[src/rtl/rd_gate_pkg.sv]
package rd_gate_pkg;

    // Burst length field width and response width are fixed by the protocol.
    localparam int LEN_W  = 8;
    localparam int RESP_W = 2;

    typedef logic [LEN_W-1:0]  len_t;
    typedef logic [RESP_W-1:0] resp_t;

    // Number of beats a burst occupies, one more than the length field.
    function automatic logic [LEN_W:0] beats_of(input len_t len);
        return {1'b0, len} + 1'b1;
    endfunction

    // Width needed to hold any value from zero up to n.
    function automatic int cnt_width(input int n);
        return (n < 1) ? 1 : $clog2(n + 1);
    endfunction

endpackage

[src/rtl/rd_gate_admit.sv]
module rd_gate_admit
    import rd_gate_pkg::*;
#(
    parameter int DEPTH = 16
) (
    input  logic clk,
    input  logic rst,
    input  logic req_valid,
    input  len_t req_len,
    input  logic fwd_ready,
    input  logic beat_in,
    input  logic beat_out,
    output logic fits,
    output logic pending_nz
);
    localparam int CNT_W = cnt_width(DEPTH);
    localparam int CMP_W = ((CNT_W > LEN_W + 1) ? CNT_W : LEN_W + 1) + 1;

    // Slots held in the buffer plus slots promised to bursts in flight.
    logic [CNT_W-1:0] resv_q;
    // Beats still expected from downstream.
    logic [CNT_W-1:0] pend_q;

    logic [CMP_W-1:0] need_w;
    logic [CMP_W-1:0] free_w;
    logic             take;
    logic [CNT_W-1:0] add_v;

    always_comb begin
        need_w = CMP_W'(beats_of(req_len));
        free_w = CMP_W'(DEPTH) - CMP_W'(resv_q);
        fits   = (need_w <= free_w);
        take   = req_valid & fits & fwd_ready;
        add_v  = take ? CNT_W'(need_w) : '0;
    end

    always_ff @(posedge clk) begin
        if (rst) begin
            resv_q <= '0;
            pend_q <= '0;
        end else begin
            resv_q <= resv_q + add_v - CNT_W'(beat_out);
            pend_q <= pend_q + add_v - CNT_W'(beat_in);
        end
    end

    assign pending_nz = (pend_q != '0);

endmodule

[src/rtl/rd_gate_fifo.sv]
module rd_gate_fifo
    import rd_gate_pkg::*;
#(
    parameter int  DEPTH = 16,
    parameter type T     = logic
) (
    input  logic clk,
    input  logic rst,
    input  logic push,
    input  T     wr_item,
    input  logic pop,
    output T     rd_item,
    output logic not_empty
);
    localparam int PTR_W = (DEPTH > 1) ? $clog2(DEPTH) : 1;
    localparam int CNT_W = cnt_width(DEPTH);
    localparam logic [PTR_W-1:0] LAST_PTR = PTR_W'(DEPTH - 1);

    T                 mem [DEPTH];
    logic [PTR_W-1:0] wr_ptr;
    logic [PTR_W-1:0] rd_ptr;
    logic [CNT_W-1:0] fill;
    logic             do_push;
    logic             do_pop;

    assign not_empty = (fill != '0);
    assign do_pop    = pop & not_empty;
    assign do_push   = push & (fill != CNT_W'(DEPTH));
    assign rd_item   = mem[rd_ptr];

    always_ff @(posedge clk) begin
        if (do_push) begin
            mem[wr_ptr] <= wr_item;
        end
    end

    always_ff @(posedge clk) begin
        if (rst) begin
            wr_ptr <= '0;
            rd_ptr <= '0;
            fill   <= '0;
        end else begin
            if (do_push) begin
                wr_ptr <= (wr_ptr == LAST_PTR) ? '0 : wr_ptr + 1'b1;
            end
            if (do_pop) begin
                rd_ptr <= (rd_ptr == LAST_PTR) ? '0 : rd_ptr + 1'b1;
            end
            fill <= fill + CNT_W'(do_push) - CNT_W'(do_pop);
        end
    end

endmodule

[src/rtl/rd_burst_gate.sv]
module rd_burst_gate
    import rd_gate_pkg::*;
#(
    parameter int DATA_W    = 32,
    parameter int ID_W      = 4,
    parameter int ADDR_W    = 32,
    parameter int MAX_BEATS = 16,
    parameter int BUF_DEPTH = 16
) (
    input  logic              clk,
    input  logic              rst,
    input  logic              up_ar_valid,
    output logic              up_ar_ready,
    input  logic [ADDR_W-1:0] up_ar_addr,
    input  logic [ID_W-1:0]   up_ar_id,
    input  logic [LEN_W-1:0]  up_ar_len,
    output logic              up_r_valid,
    input  logic              up_r_ready,
    output logic [DATA_W-1:0] up_r_data,
    output logic [ID_W-1:0]   up_r_id,
    output logic [RESP_W-1:0] up_r_resp,
    output logic              up_r_last,
    output logic              dn_ar_valid,
    input  logic              dn_ar_ready,
    output logic [ADDR_W-1:0] dn_ar_addr,
    output logic [ID_W-1:0]   dn_ar_id,
    output logic [LEN_W-1:0]  dn_ar_len,
    input  logic              dn_r_valid,
    output logic              dn_r_ready,
    input  logic [DATA_W-1:0] dn_r_data,
    input  logic [ID_W-1:0]   dn_r_id,
    input  logic [RESP_W-1:0] dn_r_resp,
    input  logic              dn_r_last
);
    // The buffer never holds fewer slots than the largest burst.
    localparam int DEPTH = (BUF_DEPTH > MAX_BEATS) ? BUF_DEPTH : MAX_BEATS;

    typedef struct packed {
        logic [DATA_W-1:0] data;
        logic [ID_W-1:0]   id;
        resp_t             resp;
        logic              last;
    } beat_t;

    logic  fits;
    logic  pending_nz;
    logic  beat_in;
    logic  beat_out;
    beat_t in_beat;
    beat_t out_beat;

    rd_gate_admit #(
        .DEPTH(DEPTH)
    ) admit_i (
        .clk       (clk),
        .rst       (rst),
        .req_valid (up_ar_valid),
        .req_len   (up_ar_len),
        .fwd_ready (dn_ar_ready),
        .beat_in   (beat_in),
        .beat_out  (beat_out),
        .fits      (fits),
        .pending_nz(pending_nz)
    );

    // Address path: gated pass-through. Free space only grows while a
    // request waits, so a forwarded valid never falls before its handshake.
    assign dn_ar_valid = up_ar_valid & fits;
    assign up_ar_ready = dn_ar_ready & fits;
    assign dn_ar_addr  = up_ar_addr;
    assign dn_ar_id    = up_ar_id;
    assign dn_ar_len   = up_ar_len;

    // Ready is raised with the request and held while beats are owed.
    assign dn_r_ready = pending_nz | dn_ar_valid;
    assign beat_in    = dn_r_valid & dn_r_ready;

    assign in_beat = '{data: dn_r_data, id: dn_r_id, resp: dn_r_resp, last: dn_r_last};

    rd_gate_fifo #(
        .DEPTH(DEPTH),
        .T    (beat_t)
    ) buf_i (
        .clk      (clk),
        .rst      (rst),
        .push     (beat_in),
        .wr_item  (in_beat),
        .pop      (up_r_ready),
        .rd_item  (out_beat),
        .not_empty(up_r_valid)
    );

    assign beat_out  = up_r_valid & up_r_ready;
    assign up_r_data = out_beat.data;
    assign up_r_id   = out_beat.id;
    assign up_r_resp = out_beat.resp;
    assign up_r_last = out_beat.last;

endmodule

[config.mk]
export PLATFORM = sky130hd
export DESIGN_NAME = rd_burst_gate
export DESIGN_NICKNAME = d
export VERILOG_FILES = /design/src/rtl/rd_gate_pkg.sv /design/src/rtl/rd_gate_admit.sv /design/src/rtl/rd_gate_fifo.sv /design/src/rtl/rd_burst_gate.sv
export SDC_FILE = /design/constraint.sdc
export NUM_CORES = 1
export LEC_CHECK = 0
export BUFFER_PORTS_ARGS = -buffer_cell sky130_fd_sc_hd__buf_2
export CAP_MARGIN = 40
export CORE_MARGIN = 4
export CORE_UTILIZATION = 40
export DETAILED_ROUTE_END_ITERATION = 16
export PLACE_DENSITY = 0.65
export SLEW_MARGIN = 20
export SYNTH_ARGS = -nofsm -noshare
export SYNTH_HDL_FRONTEND = slang
export SYNTH_SLANG_ARGS = --single-unit
[constraint.sdc]
create_clock -name clk -period 11.25 [get_ports clk]
set_input_delay 2.25 -clock clk [delete_from_list [all_inputs] [get_ports clk]]
set_output_delay 2.25 -clock clk [all_outputs]
set_load 0.05 [all_outputs]
-- After elaboration in Yosys (flattened, before gate mapping)
Memories as Yosys holds them, arrays and structs flattened. A register that Yosys moved wholly into a read port is not among the register bits.
Cells that the tools add are included.
- register bits after elaboration: 23
- bits in writable memories: 624
- bits of input ports: 89
- memories kept: 1
- memories (name ; words ; width ; read ports ; clocked after memory_dff ; write ports ; RTL line ; RTL):
    buf_i.mem ; 16 ; 39 ; 1 ; 1 ; 1 ; rd_gate_fifo.sv:19 ; T mem [DEPTH];
- add/sub/neg operators: 10
- order comparisons: 1
- equality and inequality tests: 3
- mux-type cells: 7
- bitwise logic cells: 7
- reduce and logical (&&, ||, !) cells: 2
- operators by type and width (cell ; count):
    $mux W4 ; 4
    $sub A5 B1 Y5 ; 3
    $add A5 B5 Y5 ; 2
    $le A9 B10 Y1 ; 1
    $reduce_bool A5 Y1 ; 2
    $add A8 B1 Y9 const B ; 1
    $add A4 B1 Y4 const B ; 2
    $eq A4 B4 Y1 const B ; 2
    $and A1 B1 Y1 ; 6
    $sub A5 B5 Y6 const A ; 1
    $add A5 B1 Y5 ; 1
    $mux W5 ; 1
    $ne A5 B5 Y1 const B ; 1
    $mux W1 ; 2
    $or A1 B1 Y1 ; 1

-- Longest topological paths before layout
Gate-level depths: netlist of the first run.
- depth after elaboration: 8
- gate-level depth with buffers: 21

-- Modules after synthesis
Synthesis of the first run repeated with hierarchy kept, for this count alone.
- cell total of the unflattened synthesis: 1258
- area total of the unflattened synthesis: 25759.7 sq um
- modules (own cells, without submodules) (module ; instances ; cells an instance ; area each (sq um) ; seq. area each (sq um)):
    rd_gate_fifo ; 1 ; 1065 ; 24212.0 ; 19078.3
    rd_gate_admit ; 1 ; 144 ; 1183.6 ; 200.2
    rd_burst_gate ; 1 ; 49 ; 364.1 ; 0.0

-- Worst setup path before layout of the first run
OpenSTA, ideal clock, no wires.
- path type: in2reg
- start point: in up_ar_len[0]
- end point: mem buf_i.mem[15][0] in the netlist's numbering, enable pin
- setup time: 494 ps
- arrival time: 6697 ps
- data required time: 10756 ps
- setup slack: 4058 ps
- cell stages on the path: 9
- cells stage by stage: nand3_1 > nor2_1 > xor2_1 > ha_1 > a211oi_2 > nand2_1 > nor4_2 > o21ai_2 > a211oi_1
- word-level cells in the longest chain between the ends: 8
- RTL lines (what ; RTL line ; RTL):
    start: declaration ; rd_burst_gate.sv:16 ; input logic [LEN_W-1:0] up_ar_len,
    $add A8 B1 Y9 ; rd_gate_pkg.sv:12 ; return {1'b0, len} + 1'b1;
    $le A9 B10 Y1 ; rd_gate_admit.sv:32 ; fits = (need_w <= free_w);
    $and A1 B1 Y1 ; rd_burst_gate.sv:68 ; assign dn_ar_valid = up_ar_valid & fits;
    $or A1 B1 Y1 ; rd_burst_gate.sv:75 ; assign dn_r_ready = pending_nz | dn_ar_valid;
    $and A1 B1 Y1 ; rd_burst_gate.sv:76 ; assign beat_in = dn_r_valid & dn_r_ready;
    $and A1 B1 Y1 ; rd_gate_fifo.sv:28 ; assign do_push = push & (fill != CNT_W'(DEPTH));
    $mux W1 ; rd_gate_fifo.sv:32 ; if (do_push) begin
    $mux W1 (implied by the code) ; rd_gate_fifo.sv:33 ; mem[wr_ptr] <= wr_item;
    end: declaration ; rd_gate_fifo.sv:19 ;
No other way between the ends.

-- Worst setup path in the final report of the first run
- start point: in up_ar_len[2]
- end point: out dn_ar_valid
- word-level cells in the longest chain between the ends: 3
- RTL lines (what ; RTL line ; RTL):
    $add A8 B1 Y9 ; rd_gate_pkg.sv:12 ;
    $le A9 B10 Y1 ; rd_gate_admit.sv:32 ;
    $and A1 B1 Y1 ; rd_burst_gate.sv:68 ;
    end: declaration ; rd_burst_gate.sv:23 ; output logic dn_ar_valid,
No other way between the ends.

==> results by group, run 1 <==
Route
  • Routed wl met2: 26300 um
  • Highest metal used: met5
  • Via count: 12000
  • DRT Wirelength: ~54000 um
  • DRC violations left: 0
  • Met1 wire length: around 23000 um
  • Drt wl/cell: approximately 25 um
  • Final ANT Viol Nets: 0
  • First-pass DRT Iterations: 5
  • DR vias/cell: 5.49
  • Initial drt markers: approximately 1100
  • Detailed route wirelength on metal3: approximately 3600 um

Timing
  • Fin. Hold Viols: 0
  • Fin crit share: 0.596
  • # setup viols final: 0
  • RSZ-0062 raised after global routing: false
  • Slew Limit Fails: 0
  • Rel. slew slack: 0.423
  • Least-Margin Pin Slew: around 0.87 ns
  • Clk_skew: roughly 0.02 ns
  • Fmax: 149 MHz
  • Setup TNS: 0 ns
  • Tmin final: ~6.7 ns

Critical path
  • Crit end category: output port
  • CP max FO: 6
  • CP arrival: ~4.5 ns
  • CP Class: primary input to output port
  • Crit path cell chain: buf_2 > nand3_1 > nor2_1 > xor2_1 > ha_1 > a211oi_2 > nand2_1 > nor4_2 > o21ai_2 > inv_2 > buf_2
  • Critical Path Most Common Cell: buf_2
  • CP required: 9.00 ns
  • CP max-delay cell: nor4_2
  • Reg2Reg Depth: 17
  • Critical path's largest stage delay: 0.43 ns
  • Startpoint Class: primary input

Floorplan
  • Placeable Area: 0.0645 mm2
  • Die X: 263 um
  • # IOs: about 180
  • Starting Density: 0.404
  • Rows: 93
  • Chip height: 263 um
  • Die area: a little under 0.07 mm2

Layout
  • # diodes: 0
  • Post-route design area: just under 0.03 mm2
  • Layout Nets: 1400
  • Fillers: 5377
  • Ratio of cells with drive above 1 in the final layout: 0.322
  • P&R area growth vs syn: 13.3%

CTS
  • TritonCTS Buffers: 66
  • Post-CTS Hold Buffers: 0
  • TritonCTS clock tree: built
  • H-Tree Level Count: 3
  • # Post-CTS Setup Buffers: 0
  • CTS clk-pin slew, worst paths: 0.05 ns
  • CTS Root Buffer Type: clkbuf_16
  • Post-CTS resize count: 0
  • Sink Count: ~650
  • Maximum root-to-sink buffer count: 3
  • Latest clock arrival within the worst-skew pair: about 0.60 ns

GRT
  • Initial antenna violation count: 6
  • First-pass GRT wire length: between 80000 and 90000 um
  • Largest net degree at the start of global routing: 56
  • Vias in the first global route: roughly 13000
  • Tot GR Track Use: 0.156
  • Overflow after GRT: 0

Yosys
  • Post-synth ARST share: 0
  • Post-synth EDFFs: about 620
  • Post-synthesis sequential area ratio: 0.740
  • Seq cells post-synth: between 600 and 700
  • Post-synthesis instance total: 1165
  • Syn nets: between 1000 and 1500
  • Syn Area/Cell: between 20 and 25 um2
  • Commonest register cell after synthesis: edfxtp_1
  • Distinct cells, synth: 51
  • Post-Syn Area: about 0.026 mm2
  • Yosys warnings: 0

Job
  • Max_cap viols: 0

Placement
  • HPWL Detailed: 26800 um
  • Cell Area, Placed: approximately 0.027 mm2
  • # port buffers: 103
  • Routability cong.: 0.765

Power and ir drop
  • Pleak: roughly 9.4 nW
  • Peak VDD IR: about 0.00012 V
  • PD cells: around 230 mW/mm2
  • Total power: 6.65 mW

Min path
  • Worst Hold Depth: 2
  • Min-Delay Path Class: flop to flop

Outcome
  • Status: complete, no violations
## cell families after synthesis
kind of cell,Yosys count,synth area share
xor gates and xnor gates,23,0.00773
buffers and inverters,130,0.0305
and+or+nand+nor,86,0.0191
adders and majority gates,40,0.0201
muxes,198,0.173
AOI/OAI and AO/OA,37,0.0104
DFF,651,0.740
## cell usage after synthesis (3+ instances only)
cell type  count  area share
ha_1          37       0.018
nand4_1        3     0.00072
buf_2          3     0.00058
clkbuf_1      24      0.0035
nor2_1        20      0.0029
nand3_1        9      0.0017
buf_4         55       0.016
edfxtp_1     624        0.72
xnor2_1       13      0.0044
mux4_1        21       0.021
a21oi_1       14      0.0027
buf_12         5      0.0038
dfxtp_1       27       0.021
and2_1         5      0.0012
and4b_1        8      0.0031
a21o_1         5      0.0014
nor2b_1        7      0.0017
fa_1           3      0.0023
buf_1          5     0.00072
and4_1         7      0.0024
inv_1         35      0.0050
mux4_2       174        0.15
xor2_1        10      0.0034
nand2_1       14      0.0020
## through the flow
| step | cells | worst slack [ns] | utilization | hold slack, ns |
|---|---|---|---|---|
| 6_report | 2177 | 4.54 | 0.458 | 0.524 |
| 4_1_cts | 2174 | 4.52 | 0.457 | 0.518 |
| 2_1_floorplan | 1165 | 4.06 | - | 0.472 |
| 5_1_grt | 2177 | 4.34 | 0.458 | 0.578 |
| 3_3_place_gp | 2052 | 4.56 | 0.422 | 0.487 |
| 3_5_place_dp | 2055 | 4.53 | 0.423 | 0.503 |
## routing by layer
| metal | vias to the layer above | GRT usage |
|---|---|---|
| met5 | - | 0 |
| met1 | 6393 | 0.223 |
| li1 | 5057 | - |
| met2 | 402 | 0.248 |
| met4 | 6 | 0.0382 |
| met3 | 92 | 0.0362 |
## worst max-delay path, delay by kind of cell
| family | cells | cell delay [ns] |
|---|---|---|
| simple gates | 4 | 0.81 |
| buf+inv | 3 | 0.54 |
| compound gates | 2 | 0.40 |
| fa+ha+maj | 1 | 0.29 |
| xor+xnor | 1 | 0.18 |
## worst paths after layout
| path | end | from | slack, ns |
|---|---|---|---|
| worst max-delay path | dn_ar_valid | up_ar_len[2] | 4.54 |
| worst min-delay path | flop | buf_i.rd_ptr[3] | 0.52 |
| worst max register to register | admit_i.pend_q[4] | admit_i.resv_q[2] | 7.05 |
| worst min register to register | flop | buf_i.rd_ptr[3] | 0.52 |
## cells in the final DEF (no fill, tap or decap), drive strengths merged, types with 2 or more instances in the layout
cell      netlist  routed
bufinv          0       8
or3             2       2
mux4          195     195
and4            7       7
ha             37      37
a21o            5       5
clkbuf         24      78
xor2           10      10
fa              3       3
nor3            2       2
mux2i           2       2
clkinvlp        0       2
a21oi          14      14
dfxtp          27      27
edfxtp        624     624
and2            5       5
buf            70     132
a211oi          2       2
nor2           20      20
o21a            2       2
nand3           9       9
o21ai           4       4
and4b           8       8
nor4            2       2
o2111ai         2       2
xnor2          13      13
o211ai          2       2
nand2          15      15
and3            2       2
inv            36      38
nor2b           7       7
nand4           3       3
clkinv          0      29
## report_power, final
part	internal (mW)	switching, mW	leakage, nW
clock network	1.30	0.899	1.06
registers	2.81	0.0789	5.86
logic	0.636	0.927	2.49
## registers in the layout (all words and copies together), names as in the netlist, named ones only
signal,flops
buf_i.rd_ptr,4
admit_i.resv_q,5
admit_i.pend_q,5
buf_i.mem,624
buf_i.fill,5
buf_i.wr_ptr,4
## final cells by class
| cell class | count | area, um2 | share of cell area |
|---|---|---|---|
| Sequential cell | 651 | 19300 | 0.653 |
| Multi-Input combinational cell | 384 | 6030 | 0.204 |
| Clock buffer | 78 | 1740 | 0.0589 |
| Tap cell | 855 | 1070 | 0.0362 |
| Timing Repair Buffer | 132 | 831 | 0.0281 |
| Clock inverter | 41 | 450 | 0.0152 |
| Inverter | 36 | 135 | 0.00457 |
No activity file was read; power rests on OpenSTA's default activity.
==> run 2, diff against run 1 <==
- clock period: 11.25 -> 6.8 ns (I/O delays scaled with it)
==> run 2 against run 1 <==
Sequential power increased by 65%; clock power increased by 58%; register-to-register slack got worse by 4.5 ns; die area unchanged; cell area increased by 0.11%; non-clock buffer count increased by 4; cell count increased by 0.23%; power increased by 63%; critical path depth unchanged; global-route usage decreased by 0.71 points.
==> results by group, run 2 (same netlist as run 1, synthesis figures left out) <==
Outcome
  • Status: complete, no violations

Critical path
  • Critical path's largest stage delay: 0.53 ns
  • CP max FO: 6
  • RR Startpoint: admit_i.resv_q[1]
  • CP Class: primary input to output port
  • CP required: about 5.4 ns
  • Startpoint Class: primary input
  • R2r setup slk: approximately 2.5 ns
  • Critical Path Most Common Cell: buf_2
  • Crit path cell chain: buf_2 > nand3_1 > nor2_1 > xor2_1 > ha_1 > a211oi_2 > nand2_1 > nor4_2 > o21ai_2 > inv_2 > buf_2
  • Reg2Reg Depth: 18
  • CP max-delay cell: nor4_2
  • Crit end category: output port
  • RR Endpoint: admit_i.resv_q[4]
  • Critical path origin: up_ar_len[0]
  • CP arrival: ~3.7 ns
  • End point of the critical path: dn_ar_valid

Floorplan
  • Starting Density: 0.404
  • Chip height: 263 um
  • Die area: about 0.07 mm2
  • # IOs: approximately 180
  • Rows: between 90 and 100
  • Placeable Area: ~0.064 mm2
  • Die X: around 260 um

Route
  • DRC violations left: 0
  • Initial drt markers: 970
  • Final ANT Viol Nets: 0
  • Via count: about 12000
  • First-pass DRT Iterations: 5
  • Drt wl/cell: ~24 um
  • DR vias/cell: roughly 5.4
  • DRT Wirelength: around 50000 um

Job
  • Max_cap viols: 0

Layout
  • P&R area growth vs syn: 13.5%
  • Layout Nets: around 1400
  • Commonest non-fill, non-tap cell in the layout: edfxtp_1
  • Layout Utilization: 0.459
  • Fillers: roughly 5300
  • Cell Count, Final, Fillers Out: about 2200
  • Most flops, register: buf_i.mem
  • Commonest non-fill, non-tap cells in the layout: edfxtp_1 (624), mux4_2 (174), buf_2 (103)
  • Largest register FFs: 624
  • Ratio of cells with drive above 1 in the final layout: 0.320

CTS
  • Latest clock arrival within the worst-skew pair: 0.58 ns
  • Maximum root-to-sink buffer count: 3
  • CTS clk-pin slew, worst paths: approximately 0.060 ns
  • TritonCTS Buffers: 67
  • TritonCTS clock tree: built
  • # Post-CTS Setup Buffers: 0
  • CTS Root Buffer Type: clkbuf_16
  • H-Tree Level Count: 3
  • Post-CTS resize count: 0
  • Post-CTS Hold Buffers: 0
  • Sink Count: around 650

Timing
  • Clk_skew: between 0.01 and 0.015 ns
  • Slew Limit Fails: 0
  • Fin. Hold Viols: 0
  • # setup viols final: 0
  • RSZ-0062 raised after global routing: false
  • Setup TNS: 0 ns
  • Rel. slew slack: 0.466
  • Fmax: ~200 MHz
  • Fin crit share: 0.748
  • Tmin final: 5.09 ns
  • Worst setup margin: around 1.7 ns
  • Least-Margin Pin Slew: around 0.8 ns

Placement
  • Routability cong.: ~0.79
  • Worst slack at placement: 1.48 ns
  • Cells after DPL: about 2000
  • # port buffers: 103
  • HPWL Detailed: just over 30000 um

Power and ir drop
  • Total power: around 11 mW
  • PD cells: 368 mW/mm2
  • Peak VDD IR: 0.000179 V
  • Pleak: 9.41 nW

GRT
  • Tot GR Track Use: 0.149
  • First-pass GRT wire length: about 80000 um
  • Initial antenna violation count: 7
  • Vias in the first global route: approximately 12000
  • Largest net degree at the start of global routing: 56
  • Overflow after GRT: 0

Min path
  • Min-Delay Path Class: flop to flop
==> run 2: critical path: cells and delay by family <==
kind	cells	cell delay, ns
xor+xnor	1	0.16
buf+inv	3	0.58
simple gates	4	0.93
compound gates	2	0.41
fa+ha+maj	1	0.28
==> run 2: per-layer routing <==
metal  vias to the layer above  GRT usage  part of all wire
li1                       5066          -                 -
met1                      6224      0.210              0.43
met2                       356      0.238              0.49
met3                        71     0.0358             0.063
met4                         8     0.0379             0.015
met5                         -          0            0.0011
==> run 2: cell type report <==
type	count	area [um2]	share of cell area
clock buffers	86	1830	0.0620
multi-input cells	384	6030	0.204
repair buffers	136	966	0.0327
well taps	855	1070	0.0362
flip-flops and latches	651	19300	0.652
clock inverters	33	253	0.00855
diodes	1	2.50	0.0000846
inverters	36	135	0.00457
==> run 2: worst min path at each step <==
stage	from	end	slack [ns]	cells past startpoint
global placement	buf_i.rd_ptr[3]	flop	0.49	2
CTS	buf_i.rd_ptr[3]	flop	0.52	2
floorplan	buf_i.rd_ptr[3]	flop	0.47	2
detailed placement	buf_i.rd_ptr[3]	flop	0.52	2
finish	buf_i.rd_ptr[3]	flop	0.52	2
global route	buf_i.wr_ptr[0]	buf_i.wr_ptr[0]	0.54	2
==> run 2: per-stage QoR <==
stage               hold WS (ns)  area, um2
finish                     0.524      29600
global route               0.543      29600
CTS                        0.521      29500
detailed placement         0.516      27400
global placement           0.493      27300
floorplan                  0.472      26100
==> run 2: where the power goes <==
| group | leakage [nW] | total, mW | internal (mW) | switching [mW] |
|---|---|---|---|---|
| logic | 2.54 | 2.63 | 1.06 | 1.57 |
| registers | 5.86 | 4.76 | 4.65 | 0.114 |
| clock network | 1.02 | 3.48 | 2.05 | 1.43 |
